<file path="config.mk">
export PLATFORM = sky130hd
export DESIGN_NAME = led_status_drv
export DESIGN_NICKNAME = d
export VERILOG_FILES = /design/src/rtl/led_pkg.sv /design/src/rtl/led_blink_div.sv /design/src/rtl/led_coll_stretch.sv /design/src/rtl/led_mode_mux.sv /design/src/rtl/led_status_drv.sv
export SDC_FILE = /design/constraint.sdc
export NUM_CORES = 1
export LEC_CHECK = 0
export ABC_AREA = 1
export ABC_CLOCK_PERIOD_IN_PS = 1600
export BUFFER_PORTS_ARGS = -buffer_cell sky130_fd_sc_hd__buf_2
export CAP_MARGIN = 30
export CORE_ASPECT_RATIO = 1.2
export CORE_UTILIZATION = 57
export DETAILED_ROUTE_END_ITERATION = 7
export HOLD_SLACK_MARGIN = 0.06
export MAX_ROUTING_LAYER = met4
export PLACE_DENSITY = 0.83
export SKIP_LAST_GASP = 1
export SYNTH_ARGS = -nofsm -noshare
export SYNTH_HDL_FRONTEND = slang
export SYNTH_SLANG_ARGS = --single-unit
</file>
<file path="constraint.sdc">
create_clock -name clk -period 1.6 [get_ports clk]
set_clock_uncertainty 0.05 [all_clocks]
set_input_delay 0.32 -clock clk [delete_from_list [all_inputs] [get_ports clk]]
set_output_delay 0.32 -clock clk [all_outputs]
set_load 0.02 [all_outputs]
</file>
<file path="src/rtl/led_pkg.sv">
package led_pkg;
  typedef enum logic {
    LED_MODE_DUPCOL = 1'b0,
    LED_MODE_LINK10 = 1'b1
  } led_mode_e;

  function automatic int unsigned cnt_width(input int unsigned max_val);
    return (max_val > 1) ? $clog2(max_val + 1) : 1;
  endfunction
endpackage

</file>
<file path="src/rtl/led_blink_div.sv">
module led_blink_div #(
  parameter int unsigned HALF_CYC = 1_250_000
) (
  input  logic clk,
  input  logic rst,
  input  logic en,
  output logic phase_o
);
  localparam int unsigned CW = led_pkg::cnt_width(HALF_CYC);
  localparam logic [CW-1:0] LAST = CW'(HALF_CYC - 1);

  logic [CW-1:0] cnt_q;
  logic          phase_q;

  // Idle keeps the divider parked at the start of an on phase.
  always_ff @(posedge clk) begin
    if (rst || !en) begin
      cnt_q   <= '0;
      phase_q <= 1'b1;
    end else if (cnt_q == LAST) begin
      cnt_q   <= '0;
      phase_q <= ~phase_q;
    end else begin
      cnt_q <= cnt_q + 1'b1;
    end
  end

  assign phase_o = phase_q;

  AST_DIV_BOUND: assert property (@(posedge clk) disable iff (rst) cnt_q <= LAST);
  AST_IDLE_PHASE_ON: assert property (@(posedge clk) disable iff (rst) !en |=> phase_q);
  AST_PHASE_MID_STABLE: assert property (@(posedge clk) disable iff (rst)
    (en && cnt_q != '0) |-> $stable(phase_q));
endmodule

</file>
<file path="src/rtl/led_coll_stretch.sv">
module led_coll_stretch #(
  parameter int unsigned HOLD_CYC = 5_000_000
) (
  input  logic clk,
  input  logic rst,
  input  logic pulse_i,
  output logic active_o
);
  localparam int unsigned HW = led_pkg::cnt_width(HOLD_CYC);
  localparam logic [HW-1:0] LOAD = HW'(HOLD_CYC);

  logic [HW-1:0] hold_q;

  always_ff @(posedge clk) begin
    if (rst) begin
      hold_q <= '0;
    end else if (pulse_i) begin
      hold_q <= LOAD;
    end else if (hold_q != '0) begin
      hold_q <= hold_q - 1'b1;
    end
  end

  assign active_o = (hold_q != '0);

  initial begin
    assert (HOLD_CYC >= 1);
  end

  AST_PULSE_ARMS: assert property (@(posedge clk) disable iff (rst) pulse_i |=> active_o);
  AST_QUIET_STAYS_OFF: assert property (@(posedge clk) disable iff (rst)
    (!pulse_i && !active_o) |=> !active_o);
  AST_HOLD_BOUND: assert property (@(posedge clk) disable iff (rst) hold_q <= LOAD);
endmodule

</file>
<file path="src/rtl/led_mode_mux.sv">
module led_mode_mux #(
  parameter bit ACTIVE_LOW = 1'b0
) (
  input  logic clk,
  input  logic rst,
  input  logic mode_sel,
  input  logic full_dup,
  input  logic link_up,
  input  logic spd_100,
  input  logic coll_act,
  input  logic blink_ph,
  output logic led_o
);
  import led_pkg::*;

  localparam logic OFF_LVL = ACTIVE_LOW;

  led_mode_e mode;
  logic      lit_d;
  logic      lit_q;

  assign mode = led_mode_e'(mode_sel);

  always_comb begin
    unique case (mode)
      LED_MODE_DUPCOL: lit_d = full_dup | (coll_act & blink_ph);
      LED_MODE_LINK10: lit_d = link_up & ~spd_100;
      default:         lit_d = 1'b0;
    endcase
  end

  always_ff @(posedge clk) begin
    if (rst) lit_q <= 1'b0;
    else     lit_q <= lit_d;
  end

  assign led_o = lit_q ^ ACTIVE_LOW;

  AST_RESET_DARK: assert property (@(posedge clk) rst |=> led_o == OFF_LVL);
  AST_FD_STEADY: assert property (@(posedge clk) disable iff (rst)
    (!mode_sel && full_dup) |=> lit_q);
  AST_HD_QUIET_DARK: assert property (@(posedge clk) disable iff (rst)
    (!mode_sel && !full_dup && !coll_act) |=> !lit_q);
  AST_LINK10_ON: assert property (@(posedge clk) disable iff (rst)
    (mode_sel && link_up && !spd_100) |=> lit_q);
  AST_LINK10_OFF: assert property (@(posedge clk) disable iff (rst)
    (mode_sel && !(link_up && !spd_100)) |=> !lit_q);
endmodule

</file>
<file path="src/rtl/led_status_drv.sv">
module led_status_drv #(
  parameter int unsigned CLK_HZ     = 50_000_000,
  parameter int unsigned BLINK_HZ   = 20,
  parameter int unsigned HOLD_CYC   = 5_000_000,
  parameter bit          ACTIVE_LOW = 1'b0
) (
  input  logic clk,
  input  logic rst,
  input  logic mode_sel,
  input  logic full_dup,
  input  logic link_up,
  input  logic spd_100,
  input  logic coll_pulse,
  output logic led_o
);
  localparam int unsigned HALF_RAW = CLK_HZ / (2 * BLINK_HZ);
  localparam int unsigned HALF_CYC = (HALF_RAW < 1) ? 1 : HALF_RAW;

  logic coll_act;
  logic blink_ph;

  led_coll_stretch #(.HOLD_CYC(HOLD_CYC)) u_stretch (
    .clk(clk), .rst(rst), .pulse_i(coll_pulse), .active_o(coll_act)
  );

  led_blink_div #(.HALF_CYC(HALF_CYC)) u_div (
    .clk(clk), .rst(rst), .en(coll_act), .phase_o(blink_ph)
  );

  led_mode_mux #(.ACTIVE_LOW(ACTIVE_LOW)) u_mux (
    .clk(clk), .rst(rst), .mode_sel(mode_sel), .full_dup(full_dup),
    .link_up(link_up), .spd_100(spd_100), .coll_act(coll_act),
    .blink_ph(blink_ph), .led_o(led_o)
  );

  AST_COLL_MODE2_IGNORED: assert property (@(posedge clk) disable iff (rst)
    (mode_sel && spd_100) |=> led_o == ACTIVE_LOW);
endmodule

</file>
==> results.json <==
{
  "synthFlopType": "dfxtp_1",
  "grt_pass1_wl_mm": 9.14,
  "rows": 25,
  "synth_area_leaders": "dfxtp_1, nand2_1, nor2_1",
  "critPathRequiredTime_ns": 1.76,
  "drtAntennaViolNets": 0,
  "power.density_nw_per_um2": 915,
  "max-vdd-ir-drop_mv": 0.543,
  "clock_latency_ns": 0.31,
  "grt_pass1_vias": 2164,
  "layout.nets": 408,
  "area_delta_synth_final_pct": 12.1,
  "cts_tree": "done",
  "crit_family": "simple AND/OR/NAND/NOR gates",
  "dieArea_um2": 4640,
  "fin_ws_ns": 0.0967,
  "core_area_um2": 4070,
  "critPathLaunchType": "flip-flop",
  "grt_start_max_net_pins": 21,
  "critPathMaxFanout": 6,
  "yosys.area.top_type": "dfxtp_1",
  "cts_made_buffers": 5,
  "clk_pin_slew_ns": 0.09,
  "path_cells": "ha_1, nand2_1, inv_2, nand2_2, nor2_2, inv_1, nor2_2, nor2_2, nand3_1, inv_1",
  "grt_overflow": 0,
  "syn-cell-area_um2": 2490,
  "hold_violations": 0,
  "tightest_slew_ns": 0.453,
  "cts_hold_buf": 0,
  "cts-root-buf": "clkbuf_8",
  "status": "complete, no violations",
  "synth_edf_count": 0,
  "place_ws_ns": 0.0573,
  "setup_viol": 0,
  "io_buffers": 7,
  "slowest_stage": "dfxtp_1",
  "use_met1_pct": 26.1,
  "dp_cells": 445,
  "fin_crit_ns": 1.50,
  "end_kind": "flip-flop",
  "post-route-period-util_pct": 94.0,
  "synth_most_common_cell": "nand2_1",
  "syn_avg_cell_area_um2": 6.59,
  "vias_per_cell": 5.28,
  "post_cts_buffers": 0,
  "placed_cell_area_um2": 2650,
  "vias": 2394,
  "critPathBufInv": 3,
  "slowest_delay_ns": 0.37,
  "hp-class": "in2reg",
  "clk_path_buf_depth": 2,
  "cpMostUsedCell": "nor2_2",
  "finalWirelength_mm": 5.64,
  "design_area_um2": 2790,
  "yosysWarnings": 0,
  "htreeDepth": 2,
  "cellLeakagePower_nw": 1.22,
  "slew_viol_final": 0,
  "drt_drc_violations_left": 0,
  "rsz0062_at_grt": "true",
  "ctsResizeCount": 0,
  "cts.sinks": 46,
  "initial_core_util_pct": 61.2,
  "critPathArrivalTime_ns": 1.66,
  "synth_commonest_cells": "nand2_1, nor2_1, dfxtp_1",
  "antenna_cells": 0,
  "netlist.area_leader.share_pct": 37.0,
  "wl_per_cell_um": 12.4,
  "synthArstFlopShare_pct": 0,
  "cap_violations": 0,
  "firstDrtPassIters": 4,
  "p_total_mw": 2.55,
  "syn_inst": 378,
  "die_w_um": 62.3,
  "track_usage_pct": 26.2,
  "routabilityCongestion": 0.967,
  "max_slew_margin_pct": 69.8,
  "grtUsageMet3_pct": 4.29,
  "seq_area_frac_synth_pct": 37.0,
  "syn_nets": 388,
  "grtUsageMet2_pct": 49.9,
  "crit_type": "reg2reg",
  "dp_hpwl_mm": 4.25,
  "io-pin-count": 8,
  "antenna_found_initial": 0,
  "grt_busiest_layer": "met2",
  "layout.cells.non_filler": 453,
  "max_freq_mhz": 665,
  "finalSetupTns_ns": 0,
  "drive_above_1_share_pct": 13.5,
  "die_y_um": 74.4,
  "drt-initial-drc-count": 120,
  "yosysUniqueCellTypes": 30,
  "synth_seq_cells": 46
}
## path summary, 6_finish.rpt
path / slack, ns / endpoint / cells past startpoint / from
min reg2reg: 0.41 / u_div.cnt_q[0]$_SDFF_PP0_ / 1 / u_div.cnt_q[0]$_SDFF_PP0_
max: 0.1 / u_div.cnt_q[17]$_SDFF_PP0_ / 10 / u_div.cnt_q[0]$_SDFF_PP0_
max reg2reg: 0.1 / u_div.cnt_q[17]$_SDFF_PP0_ / 10 / u_div.cnt_q[0]$_SDFF_PP0_
min: 0.23 / u_mux.led_o$_SDFF_PP0_ / 3 / link_up
## power by group
group / leakage [nW] / internal [mW] / switching [mW] / total, mW
combinational: 0.790 / 0.167 / 0.283 / 0.450
sequential: 0.375 / 1.19 / 0.0432 / 1.24
clock: 0.0514 / 0.466 / 0.402 / 0.868
## cells by family (layout without fill, tap and decap cells)
family                     count (synthesis)  in the layout  share of synthesized area, %
and+or+nand+nor                          232            232                          41.2
buffers and inverters                     51             72                          8.14
adders and majority gates                  3              3                          1.51
AOI/OAI and AO/OA                         30             30                          6.53
DFF                                       46             46                          37.0
xor gates and xnor gates                  16             16                          5.63
## metal layers
| layer | share of wire, % | wire (µm) |
|---|---|---|
| met5 | 0 | 0 |
| met4 | 2.9 | 163 |
| met3 | 2.8 | 157 |
| met2 | 53 | 2990 |
| met1 | 41 | 2330 |
## worst register-to-register path, delay by kind of cell (launching register included)
kind | cells | cell delay, ns
buffers and inverters | 3 | 0.18
adders and majority gates | 1 | 0.17
and+or+nand+nor | 6 | 0.65
DFF | 1 | 0.37
## area by class of cell
class	instances	area [µm²]
clock buffer	6	72.6
clock inverter	2	37.5
fill	368	1280
inverter	46	173
multi-input combinational	281	1400
sequential	46	921
tap	54	67.6
timing repair buffer	18	121
## per-stage QoR
stage	hold slack, ns	utilization (%)
after global placement	0.380	65.0
after detailed placement	0.391	65.0
after global routing	0.233	68.6
after floorplan	0.368	-
final	0.227	68.6
after CTS	0.216	67.8
## cell usage in the layout (no fill, tap or decap), types with 3 or more instances in the layout
master / instances
o21ai_0: 4
a21o_1: 3
inv_1: 41
dfxtp_1: 46
nand3_1: 31
a21oi_1: 20
or2_2: 3
ha_1: 3
xor2_1: 11
buf_2: 7
nor2_1: 68
buf_4: 10
nor2_2: 12
nand2_1: 88
nor3_1: 4
nand4_1: 13
nand2_2: 3
inv_2: 4
xnor2_1: 5
clkbuf_8: 5
## registers in the layout, summed over array words and instances (netlist names)
register	flops
u_stretch.hold_q	23
u_div.phase_o	1
u_div.cnt_q	21
u_mux.led_o	1
Note: power is estimated with default switching activity, not from simulation.
